File: config.mk
export PLATFORM = sky130hd
export DESIGN_NAME = rx_err_status
export DESIGN_NICKNAME = d
export VERILOG_FILES = /design/src/rtl/rx_err_status_pkg.sv /design/src/rtl/rxs_sticky_flag.sv /design/src/rtl/rxs_rxen_ctl.sv /design/src/rtl/rx_err_status.sv
export SDC_FILE = /design/constraint.sdc
export NUM_CORES = 1
export LEC_CHECK = 0
export ABC_AREA = 1
export BUFFER_PORTS_ARGS = -buffer_cell sky130_fd_sc_hd__buf_2
export CAP_MARGIN = 40
export CORE_AREA = 2 2 47 49
export DETAILED_ROUTE_END_ITERATION = 8
export DIE_AREA = 0 0 49 51
export PLACE_DENSITY_LB_ADDON = 0.2
export SLEW_MARGIN = 20
export SYNTH_ARGS = -nofsm -noshare
export SYNTH_HDL_FRONTEND = slang
export SYNTH_SLANG_ARGS = --single-unit
File: constraint.sdc
create_clock -name clk -period 2.04 [get_ports clk]
set_clock_uncertainty 0.2 [all_clocks]
set_input_delay 0.306 -clock clk [delete_from_list [all_inputs] [get_ports clk]]
set_output_delay 0.306 -clock clk [all_outputs]
set_load 0.1 [all_outputs]
File: src/rtl/rx_err_status_pkg.sv
package rx_err_status_pkg;
  localparam int unsigned DATA_W = 32;
  localparam int unsigned N_ERR  = 3;
  localparam int unsigned E_PAR  = 0;
  localparam int unsigned E_FRM  = 1;
  localparam int unsigned E_OVR  = 2;

  localparam int unsigned ACT_RXEN_CLR = 0;
  localparam int unsigned ACT_RXEN_SET = 1;

  localparam int unsigned CFG_FRM_EN  = 17;
  localparam int unsigned CFG_PAR_EN  = 18;
  localparam int unsigned CFG_ROVR_EN = 19;
  localparam int unsigned CFG_TOVR_EN = 20;

  localparam bit SEL_STATE  = 1'b0;
  localparam bit SEL_ACTION = 1'b1;

  function automatic int unsigned state_pos(input int unsigned idx);
    case (idx)
      E_PAR:   state_pos = 16;
      E_FRM:   state_pos = 17;
      default: state_pos = 19;
    endcase
  endfunction

  function automatic int unsigned clr_pos(input int unsigned idx);
    case (idx)
      E_PAR:   clr_pos = 2;
      E_FRM:   clr_pos = 3;
      default: clr_pos = 5;
    endcase
  endfunction
endpackage

File: src/rtl/rxs_sticky_flag.sv
module rxs_sticky_flag (
  input  logic clk,
  input  logic rst_n,
  input  logic set_i,
  input  logic clr_i,
  output logic q_o
);
  logic q_q;
  logic q_nxt;

  always_comb begin
    q_nxt = q_q;
    if (clr_i) q_nxt = 1'b0;
    if (set_i) q_nxt = 1'b1;
  end

  always_ff @(posedge clk or negedge rst_n) begin
    if (!rst_n) q_q <= 1'b0;
    else        q_q <= q_nxt;
  end

  assign q_o = q_q;

  p_set_wins_r7: assert property (@(posedge clk) disable iff (!rst_n)
    set_i |=> q_o);
  p_clear_r6: assert property (@(posedge clk) disable iff (!rst_n)
    (clr_i && !set_i) |=> !q_o);
  p_hold_r5: assert property (@(posedge clk) disable iff (!rst_n)
    (!clr_i && !set_i) |=> $stable(q_o));
endmodule

File: src/rtl/rxs_rxen_ctl.sv
module rxs_rxen_ctl (
  input  logic clk,
  input  logic rst_n,
  input  logic set_i,
  input  logic clr_i,
  output logic en_o
);
  logic en_q;
  logic en_nxt;
  logic upd;

  always_comb begin
    upd    = set_i ^ clr_i;
    en_nxt = set_i;
  end

  always_ff @(posedge clk or negedge rst_n) begin
    if (!rst_n)   en_q <= 1'b0;
    else if (upd) en_q <= en_nxt;
  end

  assign en_o = en_q;

  p_rxen_set_r8: assert property (@(posedge clk) disable iff (!rst_n)
    (set_i && !clr_i) |=> en_o);
  p_rxen_clr_r8: assert property (@(posedge clk) disable iff (!rst_n)
    (clr_i && !set_i) |=> !en_o);
  p_rxen_keep_r8: assert property (@(posedge clk) disable iff (!rst_n)
    (set_i == clr_i) |=> $stable(en_o));
endmodule

File: src/rtl/rx_err_status.sv
module rx_err_status
  import rx_err_status_pkg::*;
(
  input  logic              clk,
  input  logic              rst_n,
  input  logic              par_err_i,
  input  logic              frm_err_i,
  input  logic              ovr_rx_i,
  input  logic              ovr_tx_i,
  input  logic [DATA_W-1:0] cfg_i,
  input  logic              host_wr_i,
  input  logic              host_sel_i,
  input  logic [DATA_W-1:0] host_wdata_i,
  output logic [DATA_W-1:0] host_rdata_o,
  output logic              rx_en_o,
  output logic              err_irq_o
);
  logic             act_wr;
  logic [N_ERR-1:0] err_set;
  logic [N_ERR-1:0] err_clr;
  logic [N_ERR-1:0] err_q;

  always_comb begin
    act_wr         = host_wr_i && (host_sel_i == SEL_ACTION);
    err_set[E_PAR] = par_err_i && cfg_i[CFG_PAR_EN];
    err_set[E_FRM] = frm_err_i && cfg_i[CFG_FRM_EN];
    err_set[E_OVR] = (ovr_rx_i && cfg_i[CFG_ROVR_EN]) ||
                     (ovr_tx_i && cfg_i[CFG_TOVR_EN]);
  end

  for (genvar g = 0; g < N_ERR; g++) begin : g_flag
    assign err_clr[g] = act_wr && host_wdata_i[clr_pos(g)];
    rxs_sticky_flag u_flag (
      .clk   (clk),
      .rst_n (rst_n),
      .set_i (err_set[g]),
      .clr_i (err_clr[g]),
      .q_o   (err_q[g])
    );
  end

  rxs_rxen_ctl u_rxen (
    .clk   (clk),
    .rst_n (rst_n),
    .set_i (act_wr && host_wdata_i[ACT_RXEN_SET]),
    .clr_i (act_wr && host_wdata_i[ACT_RXEN_CLR]),
    .en_o  (rx_en_o)
  );

  always_comb begin
    host_rdata_o = '0;
    if (host_sel_i == SEL_STATE) begin
      for (int i = 0; i < N_ERR; i++) host_rdata_o[state_pos(i)] = err_q[i];
    end
  end

  assign err_irq_o = |err_q;

  p_state_wr_noeffect_r10: assert property (@(posedge clk) disable iff (!rst_n)
    (host_wr_i && host_sel_i == SEL_STATE && !par_err_i && !frm_err_i &&
     !ovr_rx_i && !ovr_tx_i) |=> ($stable(err_q) && $stable(rx_en_o)));
  p_action_reads_zero_r10: assert property (@(posedge clk) disable iff (!rst_n)
    (host_sel_i == SEL_ACTION) |-> (host_rdata_o == '0));
  p_irq_tracks_r9: assert property (@(posedge clk) disable iff (!rst_n)
    (host_sel_i == SEL_STATE) |-> (err_irq_o == (host_rdata_o != '0)));
  p_disabled_ovr_r5: assert property (@(posedge clk) disable iff (!rst_n)
    (!cfg_i[CFG_ROVR_EN] && !cfg_i[CFG_TOVR_EN] && !err_q[E_OVR]) |=>
      !err_q[E_OVR] || $past(ovr_rx_i && cfg_i[CFG_ROVR_EN]));
endmodule

Word level (Yosys, flattened, before mapping)
Index checks and enable logic that the tools add are counted.
{"block": "word_totals", "mem_bits_rw": 0, "memories": 0, "latch_bits": 0, "wordCells": 48, "ff_bits": 4, "in_bits": 72, "mem_bits_ro": 0, "out_inout_bits": 34}
{"block": "op_classes", "n_addsub": 0, "div_mod_pow": 0, "reduce_logical": 18, "muxes": 18, "eq_ne": 0, "order_cmp": 6, "n_mul": 0, "n_shift": 0, "n_bitwise": 2}
{"operator": "2-to-1 mux 32 bit", "count": 4}
{"operator": ">= comparator 32 x 1 -> 1 bit (second input constant)", "count": 3}
{"operator": "< comparator 32 x 6 -> 1 bit (second input constant)", "count": 3}
{"operator": "bitwise mux 32 bit", "count": 2}
{"operator": "AND 32 bit", "count": 1}
{"operator": "demux 1 bit (select 5 bit)", "count": 3}
{"operator": "logical AND 1 bit", "count": 13}
{"operator": "2-to-1 mux 1 bit", "count": 9}
{"operator": "nonzero test 2 bit", "count": 3}
{"operator": "OR reduction 3 bit", "count": 1}
{"operator": "logical OR 1 bit", "count": 1}
{"operator": "bitwise XOR 1 bit", "count": 1}

Longest topological paths before layout
Gate-level depths: netlist of the first run.
{"block": "logic_depth", "ltp_word": 9, "mapped_depth": 5, "mapped_depth_nobuf": 4}

Cells and area by module
Synthesis of the first run repeated with hierarchy kept, for this count alone.
{"block": "unflattened", "hier_cells": 75, "area_unflattened_um2": 479.2}
{"mod": "rx_err_status", "area_per_inst_um2": 321.6, "instances": 1, "cells_per_inst": 56}
{"mod": "rxs_sticky_flag", "area_per_inst_um2": 40.0, "instances": 3, "cells_per_inst": 5}
{"mod": "rxs_rxen_ctl", "area_per_inst_um2": 37.5, "instances": 1, "cells_per_inst": 4}

Worst setup path after synthesis of the first run
OpenSTA, ideal clock, no wires.
{"block": "synth_timing", "path_kind": "input port to output port", "from": "input host_sel_i", "to": "output host_rdata_o[16]", "path_buffers": 1, "setup_slack_ps": -150, "arrival_time_ps": 1684, "path_stages": 2, "cell_sequence": "buf_6 nor2_1"}
{"block": "synth_via", "elab_chain_len": 1}
{"element": "from (decl)", "line_no": "rx_err_status.sv:12", "source": "input logic host_sel_i,"}
{"element": "2-to-1 mux 32 bit", "line_no": "rx_err_status.sv:52", "source": "if (host_sel_i == SEL_STATE) begin"}
{"element": "to (decl)", "line_no": "rx_err_status.sv:14", "source": "output logic [DATA_W-1:0] host_rdata_o,"}
Every way passes these cells.

Final worst setup path of the first run
{"block": "layout_timing", "from": "register g_flag[0].u_flag.q_q", "to": "output host_rdata_o[16]"}
{"block": "layout_via", "elab_chain_len": 4}
{"element": "from (decl)", "line_no": "rxs_sticky_flag.sv:8", "source": "logic q_q;"}
{"element": "from (signal assigned)", "line_no": "rxs_sticky_flag.sv:19", "source": "else q_q <= q_nxt;"}
{"element": "AND 32 bit (no line)"}
{"element": "bitwise mux 32 bit (2 in series)", "line_no": "rx_err_status.sv:53", "source": "for (int i = 0; i < N_ERR; i++) host_rdata_o[state_pos(i)] = err_q[i];"}
{"element": "2-to-1 mux 32 bit", "line_no": "rx_err_status.sv:52"}
Every way passes these cells.

==> summary.md, run 1 <==
| Metric | Value |
|---|---|
| Min cycle time layout | `1625 ps` |
| DIE AREA | `0.002499 mm2` |
| Finish-stage setup viols | `0` |
| Crit path capture type | `output pin` |
| Core footprint | `0.002063 mm2` |
| Vias in the first global route | `280` |
| CTS buffer count | `3` |
| DRC | `0` |
| CTS tree | `yes` |
| Worst slack, placed | `535.8 ps` |
| Diode count | `0` |
| H-tree levels | `1` |
| Post-route ant nets | `0` |
| Die width | `49 um` |
| Hold Crit Class | `primary input to flip-flop` |
| Seq/Total Area, Yosys | `0.2174` |
| Vias post-DR | `352` |
| Starting density of the core | `0.2232` |
| Ys Warns | `0` |
| Leakage | `0.3359 nW` |
| Final Max Slew Viols | `0` |
| Clock slew at reported path FFs | `30 ps` |
| Crit start category | `flip-flop` |
| Setup slack after layout | `414.6 ps` |
| Reg2reg end | `u_rxen.en_o` |
| CTS Buffer Depth | `2` |
| Dpl cells | `113` |
| Syn Inst Count | `66` |
| Non-filler cells, final | `117` |
| DRT Pass-1 Iters | `4` |
| Layout cells sized above 1 | `0.2921` |
| FMAX | `615.2 MHz` |
| Skew-Pair Late Insertion Delay | `230 ps` |
| Initial antenna violation count | `0` |
| Post-synthesis cell area | `460.4 um2` |
| Initial detailed-routing violation count | `4` |
| Final net count | `163` |
| Resized Gates After CTS | `0` |
| Worst Hold End | `g_flag[0].u_flag.q_o` |
| Hold path startpoint | `cfg_i[18]` |
| Max VDD drop | `0.2471 mV` |
| Critical path type | `flip-flop to output pin` |
| # port buffers | `21` |
| Pin count of the biggest net entering global routing | `9` |
| RR Startpoint | `u_rxen.en_o` |
| Row count | `17` |
| Gr usage total | `0.06093` |
| Routed len/inst | `6.128 um` |
| First-pass GRT wire length | `1.055 mm` |
| Seq cells post-synth | `4` |
| Crit path DAT | `1120 ps` |
| Final hold violations | `0` |
| Detailed Place HPWL | `656 um` |
| Status | `finished clean` |
| FF-to-FF path depth | `4` |
| Pwr per Cell Area | `1076 mW/mm2` |
| Critical Path Fanout Max | `2` |
| Number of max-cap violations | `0` |
| Vias/cell | `3.009` |
| Tot Pwr | `548.2 uW` |
| WHS Path Cells | `3` |
| Reg-to-reg slack, setup | `1140 ps` |
| Clk sink count | `4` |
| RSZ-0062 raised after global routing | `no` |
| GP Congestion | `0.6114` |
| Area Growth Syn to Fin | `10.60%` |
| I/O pin count | `106` |
| Syn Area/Cell | `6.976 um2` |
| Die Y-Extent | `51 um` |
| Post-CTS setup buffers | `0` |
| CTS Root Cell | `clkbuf_4` |
| Final period utilization | `0.7967` |
| Routed wire length | `717 um` |
| Grt total ovfl | `0` |
| WP data required | `1530 ps` |
| Yosys cell types | `10` |
[flip-flops by register name (all words and copies together) (netlist names)]
register	flops
g_flag.u_flag.q_o	3
u_rxen.en_o	1
[cells in the mapped netlist, drive strengths merged]
cell | number | area [um2]
inv | 6 | 22.52
buf | 30 | 229.0
nand3 | 5 | 25.02
dfrtp | 4 | 100.1
nor2 | 4 | 17.52
nand2 | 16 | 62.56
conb | 1 | 3.750
[critical path: stages, from the launching register on]
cell     delay (ps)
dfrtp_1         330
inv_1            50
nor2_1           80
buf_2           430
[metal layers]
metal  part of all wire  up-vias  wire (um)  global-route usage
met3               0.14        0        101             0.02924
met4                  0        0          0             0.07143
met2               0.43       34        306             0.08676
met5                  0        -          0                   0
li1                   -      183          -                   -
met1               0.43      135        309             0.06071
[power breakdown]
| group | total, mW | internal [mW] | switching (mW) |
|---|---|---|---|
| clock | 0.0941 | 0.0655 | 0.0286 |
| combinational | 0.359 | 0.0289 | 0.330 |
| sequential | 0.0952 | 0.0899 | 0.00537 |
| total | 0.548 | 0.184 | 0.364 |
[cells by family (layout without fill, tap and decap cells)]
kind of cell / after synthesis / count (layout) / share of synthesized area
other: 1 / 29 / 0.008144
and+or+nand+nor: 25 / 25 / 0.2283
DFF: 4 / 4 / 0.2174
buffers and inverters: 36 / 31 / 0.5462
[repair_timing]
item / 4_1_cts / 5_1_grt
hold buffers: 1 / 0
endpoints found under the setup margin: 0 / 0
endpoints found under the hold margin: 4 / 0
[layout make-up]
type	count	area [um2]
inverters	6	22.52
well taps	28	35.03
flip-flops and latches	4	100.1
repair buffers	22	115.1
clock buffers	3	22.52
fillers	250	1554
multi-input cells	54	214.0
[through the flow]
step | setup TNS, ps | area [um2] | utilization | hold WS, ps
floorplan | -450.2 | 565.5 | - | -189.6
CTS | 0 | 509.2 | 0.2468 | 78.30
detailed placement | 0 | 476.7 | 0.2310 | -85.26
global placement | 0 | 476.7 | 0.2310 | -85.18
global route | 0 | 509.2 | 0.2468 | 94.50
finish | 0 | 509.2 | 0.2468 | 80.90
[layout by cell type, fill, tap and decap left out, drive strengths merged]
cell type / netlist / routed
inv: 6 / 6
dfrtp: 4 / 4
clkbuf: 0 / 3
nand2: 16 / 16
nand3: 5 / 5
conb: 1 / 29
buf: 30 / 21
nor2: 4 / 4
dlygate4sd3: 0 / 1
[worst max-delay path by stage]
stage                               startpoint               end  slack (ps)  cells after the start
after floorplan                     host_sel_i  host_rdata_o[16]        -150                      2
after global placement              host_sel_i  host_rdata_o[19]         550                      3
after detailed placement            host_sel_i  host_rdata_o[16]         540                      3
after CTS                 g_flag[0].u_flag.q_o  host_rdata_o[16]         390                      3
after global routing      g_flag[2].u_flag.q_o  host_rdata_o[19]         340                      3
final                     g_flag[0].u_flag.q_o  host_rdata_o[16]         410                      3
No activity file was read; power rests on OpenSTA's default activity.
==> inputs of run 2 (changes only) <==
Settings changed: CORE_AREA 2 2 47 49 to 2 2 49 51, DIE_AREA 0 0 49 51 to 0 0 51 53.
Clock period 2.04 ns to 1.5 ns, I/O delays scaled along.
==> summary.md, run 2 (same netlist as run 1, synthesis figures left out) <==
| Metric | Value |
|---|---|
| Initial detailed-routing violation count | `5 (+1)` |
| Area Growth Syn to Fin | `38.32%` |
| NetSw | `511.8 uW (+41%)` |
| CTS tree | `yes` |
| Reg-to-reg slack, setup | `560 ps (-580 ps)` |
| Leakage | `0.3786 nW (+13%)` |
| FF-to-FF path depth | `4 (unchanged)` |
| I/O pin count | `106 (unchanged)` |
| WHS Path Cells | `3 (unchanged)` |
| Status | `finished clean` |
| Most common cell after layout, fill and taps aside | `conb_1` |
| Grt total ovfl | `0 (unchanged)` |
| Max VDD drop | `0.3854 mV (+56%)` |
| CTS Buffer Depth | `2 (unchanged)` |
| Row count | `17 (unchanged)` |
| Initial antenna violation count | `0 (unchanged)` |
| Hold path startpoint | `par_err_i` |
| Crit path capture | `err_irq_o` |
| FMAX | `699.2 MHz` |
| CP Cell Sequence | `inv_1 > nand3_2 > buf_12` |
| Number of max-cap violations | `0 (unchanged)` |
| Most frequent cells in the layout | `29 x conb_1, 16 x buf_2, 15 x nand2_1, 6 x inv_1, 5 x buf_12` |
| Die width | `51 um (+4.1%)` |
| Dpl cells | `113 (unchanged)` |
| Layout cells sized above 1 | `0.3261 (+0.03395)` |
| Filler cells | `248 (-0.80%)` |
| WP data required | `1070 ps (-460 ps)` |
| Pwr per Cell Area | `1275 mW/mm2 (+18%)` |
| Final core occ | `0.2964 (+0.04963)` |
| Crit-path max cell delay | `360 ps (-70 ps)` |
| Core footprint | `0.002148 mm2 (+4.1%)` |
| Critical path depth | `3 (unchanged)` |
| Pin count of the biggest net entering global routing | `9 (unchanged)` |
| Max FFs per register | `3 (unchanged)` |
| Hold Crit Class | `primary input to flip-flop` |
| Finish-stage setup viols | `0 (unchanged)` |
| GP Congestion | `0.6074 (-0.65%)` |
| Multi-input gate area | `236.5 um2 (+11%)` |
| Routed len/inst | `6.217 um (+1.4%)` |
| Non-filler cells, final | `120 (+2.6%)` |
| Gr usage total | `0.05469 (-0.006242)` |
| Vias in the first global route | `266 (-5.0%)` |
| DRC | `0 (unchanged)` |
| CP top delay family | `flip-flops` |
| Final hold slack | `4.258 ps (-76.64 ps)` |
| Final period utilization | `0.9534` |
| First-pass GRT wire length | `1.007 mm (-4.5%)` |
| Final Max Slew Viols | `0 (unchanged)` |
| P_int | `300.1 uW (+63%)` |
| Skew-Pair Late Insertion Delay | `230 ps (about the same)` |
| Placed Area | `574.3 um2 (+20%)` |
| Crit start category | `flip-flop` |
| H-tree levels | `1 (unchanged)` |
| Post-route ant nets | `0 (unchanged)` |
| Logic gate share of total power | `0.677 (+0.022)` |
| Sequential share of power | `0.163 (-0.011)` |
| FF/Latch Area | `100.1 um2 (unchanged)` |
| Clk sink count | `4 (unchanged)` |
| Sw Share | `0.6304 (-0.03355)` |
| Final Instance Area | `636.9 um2 (+25%)` |
| Crit path DAT | `1010 ps (-110 ps)` |
| Starting density of the core | `0.2143 (-0.008838)` |
| CTS Root Cell | `clkbuf_4` |
| Clock slew at reported path FFs | `40 ps (about the same)` |
| Die Y-Extent | `53 um (+3.9%)` |
| Diode count | `0 (unchanged)` |
| RR Startpoint | `u_rxen.en_o` |
| Min cycle time layout | `1430 ps` |
| Routed wire length | `746 um (+4.0%)` |
| Clock power frac | `0.160 (-0.012)` |
| Detailed Place HPWL | `665 um (+1.4%)` |
| Post-CTS setup buffers | `0 (unchanged)` |
| CTS buffer count | `3 (unchanged)` |
| # port buffers | `21 (unchanged)` |
| CP bufs+invs | `2 (unchanged)` |
| CP startpoint | `g_flag[2].u_flag.q_o` |
| Reg2reg end | `u_rxen.en_o` |
| Critical path type | `flip-flop to output pin` |
| Crit path capture type | `output pin` |
| DRT Pass-1 Iters | `2 (-2)` |
| Vias post-DR | `359 (+2.0%)` |
| Final hold violations | `0 (unchanged)` |
| Slowest CP cell | `dfrtp_1` |
| Final net count | `166 (+1.8%)` |
| Critical Path Fanout Max | `2 (unchanged)` |
| Vias/cell | `2.992 (-0.56%)` |
| DIE AREA | `0.002703 mm2 (+8.2%)` |
| RSZ-0062 raised after global routing | `no` |
## run 2: repair_timing
item,4_1_cts,5_1_grt
hold endpoints to repair,6,0
hold buffers,4,0
resized for setup,0,0
## run 2: routing by layer
layer,GRT usage,wire length [um],up-vias
li1,-,-,190
met1,0.05993,317,132
met2,0.07143,294,37
met3,0.03107,133,0
met4,0.05405,0,0
met5,0,0,-
## run 2: layout make-up
cell class,instances,share of cell area
Sequential cell,4,0.1572
Timing Repair Buffer,25,0.3458
Tap cell,28,0.05501
Clock buffer,3,0.03536
Multi-Input combinational cell,54,0.3713
Inverter,6,0.03536
## run 2: stage by stage
step           TNS [ps]  setup slack [ps]  power, mW
2_1_floorplan    -89.47            -89.47     0.6461
3_5_place_dp          0             308.8     0.6770
5_1_grt               0             14.56     0.8517
3_3_place_gp          0             310.3     0.6765
6_report              0             69.88     0.8120
4_1_cts               0             56.84     0.8199
## run 2: how the worst min path moves through the flow
stage	endpoint	slack (ps)
global route	g_flag[0].u_flag.q_o	20
detailed placement	u_rxen.en_o	-170
finish	g_flag[0].u_flag.q_o	4
floorplan	g_flag[0].u_flag.q_o	-270
CTS	g_flag[0].u_flag.q_o	5
global placement	u_rxen.en_o	-170
## run 2: power by group through the flow
| stage | registers (mW) | logic, mW | clock network (mW) |
|---|---|---|---|
| after detailed placement | 0.134 | 0.543 | 0 |
| final | 0.133 | 0.550 | 0.130 |
| after global routing | 0.135 | 0.568 | 0.149 |
| after CTS | 0.133 | 0.551 | 0.136 |
| after global placement | 0.134 | 0.542 | 0 |
| after floorplan | 0.169 | 0.477 | 0 |
## run 2: worst register-to-register path, cell delays in order, from the launching register on
cell and delay [ps]:
dfrtp_1 410, inv_1 70, nand2_1 40, nand2_1 50, nand2_1 50
==> inputs of run 3 (changes only) <==
Settings changed: ABC_AREA 1 to default, CORE_AREA 2 2 49 51 to 2 2 48 50, DIE_AREA 0 0 51 53 to 0 0 50 52, SYNTH_HIERARCHICAL from default to 1.
==> summary.md, run 3 <==
| Metric | Value |
|---|---|
| Post-synthesis cell area | `445.4 um2 (-3.3%)` |
| Most common cell after layout, fill and taps aside | `conb_1` |
| Hold Crit Class | `primary input to flip-flop` |
| Diode count | `0 (unchanged)` |
| Initial antenna violation count | `0 (unchanged)` |
| Pin count of the biggest net entering global routing | `9 (unchanged)` |
| Leakage | `0.3693 nW (-2.5%)` |
| Status | `complete, but fails checks` |
| Count leader, synth | `buf_4` |
| CTS Buffer Depth | `2 (unchanged)` |
| Crit path DAT | `1170 ps (+160 ps)` |
| DIE AREA | `0.002600 mm2 (-3.8%)` |
| Setup TNS | `-90.36 ps (-90.36 ps)` |
| Clock slew at reported path FFs | `30 ps (about the same)` |
| Max VDD drop | `0.3845 mV (-0.24%)` |
| Layout cells sized above 1 | `0.3780 (+0.05196)` |
| Number of synthesized flops with an enable pin | `0 (unchanged)` |
| Slowest CP cell | `or3_4` |
| Top cells by area, synth | `buf_4 49%, dfrtp_1 22%, and3_1 7.0%` |
| CP startpoint | `g_flag[2].u_flag/q_o` |
| Row count | `17 (unchanged)` |
| Vias/cell | `3.091 (+3.3%)` |
| Seq cells post-synth | `4 (unchanged)` |
| Area Growth Syn to Fin | `41.57%` |
| Largest area contributor in the synthesized netlist | `buf_4` |
| Final net count | `156 (-6.0%)` |
| Critical Path Fanout Max | `2 (unchanged)` |
| Grt total ovfl | `0 (unchanged)` |
| Dpl cells | `104 (-8.0%)` |
| Routed len/inst | `6.991 um (+12%)` |
| Worst slack, placed | `42.76 ps (-266.0 ps)` |
| Final hold slack | `96.94 ps (+92.69 ps)` |
| Reg2reg end | `g_flag[1].u_flag/q_o` |
| Most frequent cells in the layout | `29 x conb_1, 16 x buf_2, 5 x and3_1, 5 x buf_12, 4 x dfrtp_1` |
| Vias in the first global route | `274 (+3.0%)` |
| DRT Pass-1 Iters | `2 (unchanged)` |
| Failing checks | `setup timing` |
| Clk sink count | `4 (unchanged)` |
| Filler cells | `227 (-8.5%)` |
| I/O pin count | `106 (unchanged)` |
| Non-filler cells, final | `110 (-8.3%)` |
| Post-synthesis async set-or-reset flop share | `1.000 (unchanged)` |
| Die width | `50 um (-2.0%)` |
| Ys Warns | `6 (+6)` |
| Die Y-Extent | `52 um (-1.9%)` |
| Top_reg_cell synth | `dfrtp_1` |
| RSZ-0062 raised after global routing | `yes` |
| Reg-to-reg slack, setup | `520 ps (-40 ps)` |
| Tot Pwr | `808.5 uW (-0.42%)` |
| WHS Path Cells | `3 (unchanged)` |
| CTS tree | `yes` |
| Core footprint | `0.002106 mm2 (-2.0%)` |
| CTS Root Cell | `clkbuf_4` |
| Vias post-DR | `340 (-5.3%)` |
| Finish-stage setup viols | `1 (+1)` |
| RR Startpoint | `g_flag[1].u_flag/q_o` |
| CP Cell Sequence | `or3_4 > buf_12` |
| Seq/Total Area, Yosys | `0.2247 (+0.007328)` |
| Yosys cell types | `13 (+3)` |
| Syn Inst Count | `55 (-17%)` |
| Crit start category | `flip-flop` |
| Number of max-cap violations | `0 (unchanged)` |
| Skew-Pair Late Insertion Delay | `230 ps (about the same)` |
| FMAX | `628.8 MHz (-10%)` |
| Hold path startpoint | `cfg_i[18]` |
| Worst Hold End | `g_flag[0].u_flag/q_o` |
| First-pass GRT wire length | `1.152 mm (+14%)` |
| GP Congestion | `0.6241 (+2.7%)` |
| Post-route ant nets | `0 (unchanged)` |
| WP data required | `1070 ps (about the same)` |
| CTS buffer count | `3 (unchanged)` |
| Pwr per Cell Area | `1282 mW/mm2 (+0.56%)` |
| Min cycle time layout | `1590 ps (+160.2 ps)` |
| Crit path capture type | `output pin` |
| Starting density of the core | `0.2115 (-0.002801)` |
| Setup slack after layout | `-90.36 ps (-160.2 ps)` |
| Detailed Place HPWL | `673.9 um (+1.3%)` |
| Top cells by count, synth | `29 x buf_4, 5 x and3_1, 4 x dfrtp_1` |
| Max FFs per register | `3 (unchanged)` |
| Final Instance Area | `630.6 um2 (-0.98%)` |
| Area share of the largest cell type after synthesis | `0.4888 (+0.01594)` |
| # port buffers | `21 (unchanged)` |
| Syn Area/Cell | `8.099 um2 (+16%)` |
| Placed Area | `568.0 um2 (-1.1%)` |
| DRC | `0 (unchanged)` |
| H-tree levels | `1 (unchanged)` |
| Routed wire length | `769 um (+3.1%)` |
| Crit-path max cell delay | `400 ps (+40 ps)` |
| Critical path type | `flip-flop to output pin` |
| Final hold violations | `0 (unchanged)` |
| Final Max Slew Viols | `0 (unchanged)` |
| Gr usage total | `0.06170 (+0.007011)` |
| FF-to-FF path depth | `2 (-2)` |
| Final core occ | `0.2995 (+0.003018)` |
| Final period utilization | `1.060 (+0.1068)` |
| Initial detailed-routing violation count | `2 (-3)` |
==> run 3: timing repair <==
action | CTS | global route
pin swaps | 1 | 0
endpoints found under the setup margin | 1 | 1
buffers inserted | 2 | 0
resized for setup | 4 | 0
hold endpoints to repair | 4 | 0
hold buffers | 1 | 0
==> run 3: how the worst max path moves through the flow <==
stage / end / slack (ps) / cells past startpoint
floorplan: u_rxen/en_o / 110 / 2
global placement: err_irq_o / 40 / 2
detailed placement: err_irq_o / 40 / 2
CTS: err_irq_o / -100 / 2
global route: err_irq_o / -120 / 2
finish: err_irq_o / -90 / 2
==> run 3: critical path, delay by kind of cell (launching register included) <==
kind / cells / cell delay (ps)
simple gates: 1 / 400
buf+inv: 1 / 170
flops: 1 / 360
==> run 3: area by class of cell <==
cell class | instances | area (um2) | area share
Sequential cell | 4 | 100.1 | 0.1587
Multi-Input combinational cell | 47 | 249.0 | 0.3948
Timing Repair Buffer | 25 | 212.7 | 0.3373
Inverter | 3 | 11.26 | 0.01786
Tap cell | 28 | 35.03 | 0.05556
Clock buffer | 3 | 22.52 | 0.03571
==> run 3: cells by family after synthesis <==
kind of cell | count (synthesis) | share of synthesized area
DFF | 4 | 0.2247
buffers and inverters | 32 | 0.5140
other | 1 | 0.008419
AOI/OAI and AO/OA | 5 | 0.08145
and+or+nand+nor | 13 | 0.1713
==> run 3: metal layers <==
layer  GRT usage  share of wire
met5           0              0
met4     0.04167              0
met3     0.03736           0.16
met2     0.09430           0.50
met1     0.06261           0.34
==> run 3: power breakdown <==
group / internal, mW / switching (mW)
sequential: 0.122 / 0.0108
clock: 0.0889 / 0.0359
combinational: 0.102 / 0.449
